--- src/rtl/dbg_mailbox_pkg.sv ---
package dbg_mailbox_pkg;
  typedef struct packed {
    logic loadRx;
    logic clearRx;
    logic loadTx;
    logic clearTx;
  } mbStrobes_t;
endpackage

--- src/rtl/mb_ctrl.sv ---
module mb_ctrl
  import dbg_mailbox_pkg::*;
#(
  parameter int ADDR_W    = 5,
  parameter int DATA_ADDR = 5
) (
  input  logic              clk,
  input  logic              rstN,
  input  logic [ADDR_W-1:0] dbgAddr,
  input  logic              dbgWrEn,
  input  logic              dbgRdEn,
  input  logic              coreRxRd,
  input  logic              coreTxWr,
  output mbStrobes_t        strobes,
  output logic              rFlag,
  output logic              wFlag
);
  localparam logic [ADDR_W-1:0] DataSel = ADDR_W'(DATA_ADDR);

  logic hitData;
  assign hitData = (dbgAddr == DataSel);

  always_comb begin
    strobes.loadRx  = dbgWrEn && hitData;
    strobes.clearRx = coreRxRd;
    strobes.loadTx  = coreTxWr;
    strobes.clearTx = dbgRdEn && hitData;
  end

  always_ff @(posedge clk) begin
    if (!rstN) begin
      rFlag <= 1'b0;
      wFlag <= 1'b0;
    end else begin
      if (strobes.loadRx)       rFlag <= 1'b1;
      else if (strobes.clearRx) rFlag <= 1'b0;
      if (strobes.loadTx)       wFlag <= 1'b1;
      else if (strobes.clearTx) wFlag <= 1'b0;
    end
  end

  AST_RX_SET: assert property (@(posedge clk) disable iff (!rstN)
    (dbgWrEn && dbgAddr == DataSel) |=> rFlag);
  AST_RX_CLR: assert property (@(posedge clk) disable iff (!rstN)
    (coreRxRd && !(dbgWrEn && dbgAddr == DataSel)) |=> !rFlag);
  AST_TX_SET: assert property (@(posedge clk) disable iff (!rstN)
    coreTxWr |=> wFlag);
  AST_TX_CLR: assert property (@(posedge clk) disable iff (!rstN)
    (dbgRdEn && dbgAddr == DataSel && !coreTxWr) |=> !wFlag);
endmodule

--- src/rtl/mb_datapath.sv ---
module mb_datapath
  import dbg_mailbox_pkg::*;
#(
  parameter int            DATA_W    = 32,
  parameter int            ADDR_W    = 5,
  parameter int            VER_W     = 4,
  parameter logic [VER_W-1:0] VERSION = 4'h6,
  parameter int            CTRL_ADDR = 4,
  parameter int            DATA_ADDR = 5
) (
  input  logic              clk,
  input  logic              rstN,
  input  mbStrobes_t        strobes,
  input  logic [ADDR_W-1:0] dbgAddr,
  input  logic [DATA_W-1:0] dbgWrData,
  input  logic [DATA_W-1:0] coreTxData,
  input  logic              rFlag,
  input  logic              wFlag,
  output logic [DATA_W-1:0] dbgRdData,
  output logic [DATA_W-1:0] coreRxData
);
  localparam int PadW = DATA_W - VER_W - 2;
  localparam logic [ADDR_W-1:0] CtrlSel = ADDR_W'(CTRL_ADDR);
  localparam logic [ADDR_W-1:0] DataSel = ADDR_W'(DATA_ADDR);

  logic [DATA_W-1:0] rxWord;
  logic [DATA_W-1:0] txWord;
  logic [DATA_W-1:0] statusWord;

  always_ff @(posedge clk) begin
    if (!rstN) begin
      rxWord <= '0;
      txWord <= '0;
    end else begin
      if (strobes.loadRx) rxWord <= dbgWrData;
      if (strobes.loadTx) txWord <= coreTxData;
    end
  end

  assign statusWord = {VERSION, {PadW{1'b0}}, wFlag, rFlag};

  always_comb begin
    unique case (dbgAddr)
      CtrlSel: dbgRdData = statusWord;
      DataSel: dbgRdData = txWord;
      default: dbgRdData = '0;
    endcase
  end

  assign coreRxData = rxWord;

  AST_RX_HOLD: assert property (@(posedge clk) disable iff (!rstN)
    !strobes.loadRx |=> $stable(rxWord));
  AST_TX_HOLD: assert property (@(posedge clk) disable iff (!rstN)
    !strobes.loadTx |=> $stable(txWord));
endmodule

--- src/rtl/dbg_mailbox.sv ---
module dbg_mailbox
  import dbg_mailbox_pkg::*;
#(
  parameter int               DATA_W    = 32,
  parameter int               ADDR_W    = 5,
  parameter int               VER_W     = 4,
  parameter logic [VER_W-1:0] VERSION   = 4'h6,
  parameter int               CTRL_ADDR = 4,
  parameter int               DATA_ADDR = 5
) (
  input  logic              clk,
  input  logic              rstN,
  input  logic [ADDR_W-1:0] dbgAddr,
  input  logic              dbgWrEn,
  input  logic              dbgRdEn,
  input  logic [DATA_W-1:0] dbgWrData,
  output logic [DATA_W-1:0] dbgRdData,
  input  logic              coreRxRd,
  output logic [DATA_W-1:0] coreRxData,
  input  logic              coreTxWr,
  input  logic [DATA_W-1:0] coreTxData,
  output logic              coreRxFull,
  output logic              coreTxFull
);
  mbStrobes_t strobes;
  logic rFlag;
  logic wFlag;

  mb_ctrl #(.ADDR_W(ADDR_W), .DATA_ADDR(DATA_ADDR)) u_ctrl (
    .clk(clk), .rstN(rstN), .dbgAddr(dbgAddr), .dbgWrEn(dbgWrEn),
    .dbgRdEn(dbgRdEn), .coreRxRd(coreRxRd), .coreTxWr(coreTxWr),
    .strobes(strobes), .rFlag(rFlag), .wFlag(wFlag)
  );

  mb_datapath #(
    .DATA_W(DATA_W), .ADDR_W(ADDR_W), .VER_W(VER_W), .VERSION(VERSION),
    .CTRL_ADDR(CTRL_ADDR), .DATA_ADDR(DATA_ADDR)
  ) u_data (
    .clk(clk), .rstN(rstN), .strobes(strobes), .dbgAddr(dbgAddr),
    .dbgWrData(dbgWrData), .coreTxData(coreTxData), .rFlag(rFlag),
    .wFlag(wFlag), .dbgRdData(dbgRdData), .coreRxData(coreRxData)
  );

  assign coreRxFull = rFlag;
  assign coreTxFull = wFlag;

  AST_NO_CTRL_WRITE: assert property (@(posedge clk) disable iff (!rstN)
    (!coreRxRd && !coreTxWr && !dbgRdEn && !(dbgWrEn && dbgAddr == ADDR_W'(DATA_ADDR)))
      |=> ($stable(coreRxFull) && $stable(coreTxFull)));
endmodule

--- config.mk ---
export PLATFORM = sky130hd
export DESIGN_NAME = dbg_mailbox
export DESIGN_NICKNAME = d
export VERILOG_FILES = /design/src/rtl/dbg_mailbox_pkg.sv /design/src/rtl/mb_ctrl.sv /design/src/rtl/mb_datapath.sv /design/src/rtl/dbg_mailbox.sv
export SDC_FILE = /design/constraint.sdc
export NUM_CORES = 1
export LEC_CHECK = 0
export BUFFER_PORTS_ARGS = -buffer_cell sky130_fd_sc_hd__buf_2
export CORE_MARGIN = 2
export CORE_UTILIZATION = 41
export CTS_CLUSTER_DIAMETER = 80
export DETAILED_ROUTE_END_ITERATION = 10
export HOLD_SLACK_MARGIN = 0.08
export PLACE_DENSITY = 0.76
export SLEW_MARGIN = 20
export SYNTH_ARGS = -nofsm -noshare
export SYNTH_HDL_FRONTEND = slang
export SYNTH_HIERARCHICAL = 1
export SYNTH_SLANG_ARGS = --single-unit
--- constraint.sdc ---
create_clock -name clk -period 1.3 [get_ports clk]
set_input_delay 0.13 -clock clk [delete_from_list [all_inputs] [get_ports clk]]
set_output_delay 0.13 -clock clk [all_outputs]
set_load 0.05 [all_outputs]
# [Word level (Yosys, flattened, before mapping)]
# Index checks and enable logic that the tools add are counted.
[classes] order_cmp=0 eq_ne=2 multipliers=0 muxes=5 n_div=0 reduce_logical=4 n_shift=0 n_bitwise=0 add_sub_neg=0
[ops] cell="$pmux W32 S2" n=1
[ops] cell="$eq A5 B3 Y1 const B" n=2
[ops] cell="$mux W1" n=4
[ops] cell="$reduce_bool A2 Y1" n=2
[ops] cell="$logic_and A1 B1 Y1" n=2
[word_totals] register_bits=66 latchBits=0 mem_bits_rw=0 mem_count=0 mem_bits_ro=0 output_inout_bits=66

# [Longest topological paths before layout]
[depth] depth_word=4 ltp_mapped=6

# [By module]
# The synthesis kept the hierarchy.
[by_module_without_submodules] module="mb_datapath" seq_area_each_um2=1281.2 cells_each=250 n_inst=1 area_each_um2=2676.3
[by_module_without_submodules] module="mb_ctrl" seq_area_each_um2=40.0 cells_each=13 n_inst=1 area_each_um2=122.6

# [Least setup slack after synthesis]
# Ideal clock, no wire load.
[synth_timing] path_type="input-to-output" startpoint="input dbgAddr[1]" endpoint="output dbgRdData[29]" path_stages=2 slack_ns=-0.329 path_buffers=0 required_ns=1.170 arrival_time_ns=1.499 path_cell_list="or4b_1 a21oi_1"
[synth_via] elab_chain_cells=2 word_cells_on_any_way=3 cone_classes="eq/ne (2); mux (1)"
[synth_lines] element="start: declaration" line_no="dbg_mailbox.sv:13" source="input logic [ADDR_W-1:0] dbgAddr,"
[synth_lines] element="$eq A5 B3 Y1" line_no="mb_datapath.sv:43" source="unique case (dbgAddr)"
[synth_lines] element="$pmux W32 S2 *" line_no="mb_datapath.sv:43"
[synth_lines] element="end: declaration" line_no="dbg_mailbox.sv:17" source="output logic [DATA_W-1:0] dbgRdData,"
# Every way passes the cells marked *; elsewhere a longest branch is shown, timed or not.

# [Worst setup path after layout]
[layout_timing] startpoint="input dbgAddr[1]" endpoint="output dbgRdData[3]"
# The elaborated chain is that of the path after synthesis.

==> metrics <==
Logic pwr share 14.1%; initial antenna violation count 0; Layout Nets 551; Sequential Power Share 45.7%; non-filler cells, final 560; clock tree buffer depth 2; clk slew on worst S/H paths 0.07 ns; CTS root buffer clkbuf_8; critical path fanouts, max 7; total power 4.65 mW; wire length per cell 15.4 µm; CP peak stage delay 0.28 ns; crit-path cells buf_8 -> buf_6 -> nor4b_4 -> buf_4 -> clkbuf_16 -> and3_2 -> buf_6; synthesized netlist cell count 261; Crit-path slowest cell nor4b_4; full die area 7470 µm²; count of input and output buffers 140; TritonCTS clock tree built; Worst Setup Path Type input pin to output port; Max VDD drop 0.000681 V; dpl cells 473; Placed Area 3650 µm²; DR pass1 iterations 5; RSZ-0062 raised after global routing true; worst slew pin tran 0.328 ns; Tmin final 1.44 ns; H-tree Lvls 3; layout cells sized above 1 43.1%; Synth-to-Final Area Change 76.5%; Die W 86.4 µm; vias in the first global route 2684; sw power 1.04 mW; core footprint 6680 µm²; Mapped Area 2790 µm²; syn nets 336; Post-Route WL 8.62 mm; Worst Slack Setup Final -0.141 ns; via/cell ratio 4.78; first-pass GRT wire length 12.4 mm; Initial Util 41.7%; Num CTS Buffers 9; Die Y 86.4 µm; post-route ant nets 0; gpl congestion 0.751; Ports 141; final count of pins violating max slew 0; most frequent CP cell buf_6; largest net degree at the start of global routing 37; Int Power 3.61 mW; initial DRC count 80; Final Hold Fails 0; worst endpoint data arrival time 1.31 ns; Critical Path Source Type input pin; Ant. Diodes 0; sw frac 22.4%; max-cap violation count 0; num rows 30; routed vias 2677; Bufs and invs on worst path 5; CP top delay family buffers and inverters; post-detail-place hpwl 4.66 mm; LEAKAGE 2.28 nW; Clock Sinks 66; Max Fclk 0.694 GHz; status finished, violations left; max_slew headroom 77.5%; GRT Util Overall 21.0%; violated checks negative setup slack; Clock Skews 0 ns; Clock Latency Late Sink 0.33 ns; Fin Setup TNS -3.24 ns; kind of end point of the critical path output port; Finished Cell Area 4920 µm²; critical path required time 1.17 ns; Worst Hold Class input pin to register; final setup vio count 32; Avg Synthesized Cell Area 10.7 µm²; residual DRC count 0; total global routing overflow 0; Warnings, synthesis 6; Pwr per Cell Area 946 nW/µm²; Clk network pwr share 40.2%; fin crit share 111%
-- path summary, 6_finish.rpt --
check | startpoint | endpoint | slack (ns) | cells past startpoint
setup / recovery | dbgAddr[1] | dbgRdData[3] | -0.14 | 7
hold / removal | dbgWrData[25] | u_data/coreRxData[25] | 0.09 | 3
setup reg to reg | u_ctrl/rFlag | u_ctrl/rFlag | 0.49 | 2
hold reg to reg | u_data/coreRxData[4] | u_data/coreRxData[4] | 0.51 | 2
-- layer usage --
metal	GRT usage (%)	wire (µm)	share of wire (%)
met1	25.6	3750	43
met2	34.6	4120	48
met3	6.19	611	7.1
met4	9.09	136	1.6
met5	0	0	0
-- placed cells by master, fill, tap and decap left out, drive strengths merged --
cell	count
bufinv	1
and3b	1
and3	29
dlygate4sd3	65
clkbuf	17
nor2b	65
nor4b	1
o21ai	1
a41oi	1
a21oi	2
or4b	1
buf	157
nor3b	1
nor2	2
inv	3
dfxtp	66
mux2i	66
a41o	1
-- timing repair --
item,in CTS,in global routing
resized for setup,67,17
hold endpoints to repair,65,0
pin swaps,1,4
hold buffers,65,0
setup endpoints to repair,32,45
setup buffers,0,3
cloned,0,4
-- metrics by stage --
stage	hold WS [ns]	setup slack (ns)	util, %
after floorplan	0.262	-0.0764	-
after global placement	0.356	-0.177	54.7
after detailed placement	0.357	-0.210	54.7
after CTS	0.0817	-0.128	70.9
after global routing	0.0986	-0.157	73.6
final	0.0857	-0.141	73.6
-- flip-flops by register name (all words and copies together), names as in the netlist --
| signal | flops |
|---|---|
| u_ctrl/rFlag | 1 |
| u_ctrl/wFlag | 1 |
| u_data/coreRxData | 32 |
| u_data/txWord | 32 |
-- cell type report --
type	count	area, µm²
sequential	66	1320
fill	423	1770
clock inverter	1	30.0
timing repair buffer	225	1840
tap	80	100
clock buffer	14	193
inverter	3	11.3
multi-input combinational	171	1420
-- power groups by stage --
stage	Clock, mW	Sequential, mW	Combinational, mW
CTS	1.92	2.12	0.614
global route	1.99	2.13	0.699
floorplan	0	2.19	0.230
global placement	0	2.17	0.440
detailed placement	0	2.17	0.451
finish	1.87	2.13	0.655
-- worst min-delay path: cells and delay by family --
| kind | cells | cell delay, ns |
|---|---|---|
| buffers and inverters | 1 | 0.07 |
| multiplexers | 1 | 0.05 |
| AND/OR/NAND/NOR | 1 | 0.12 |
(Power assumes the default switching activity.)
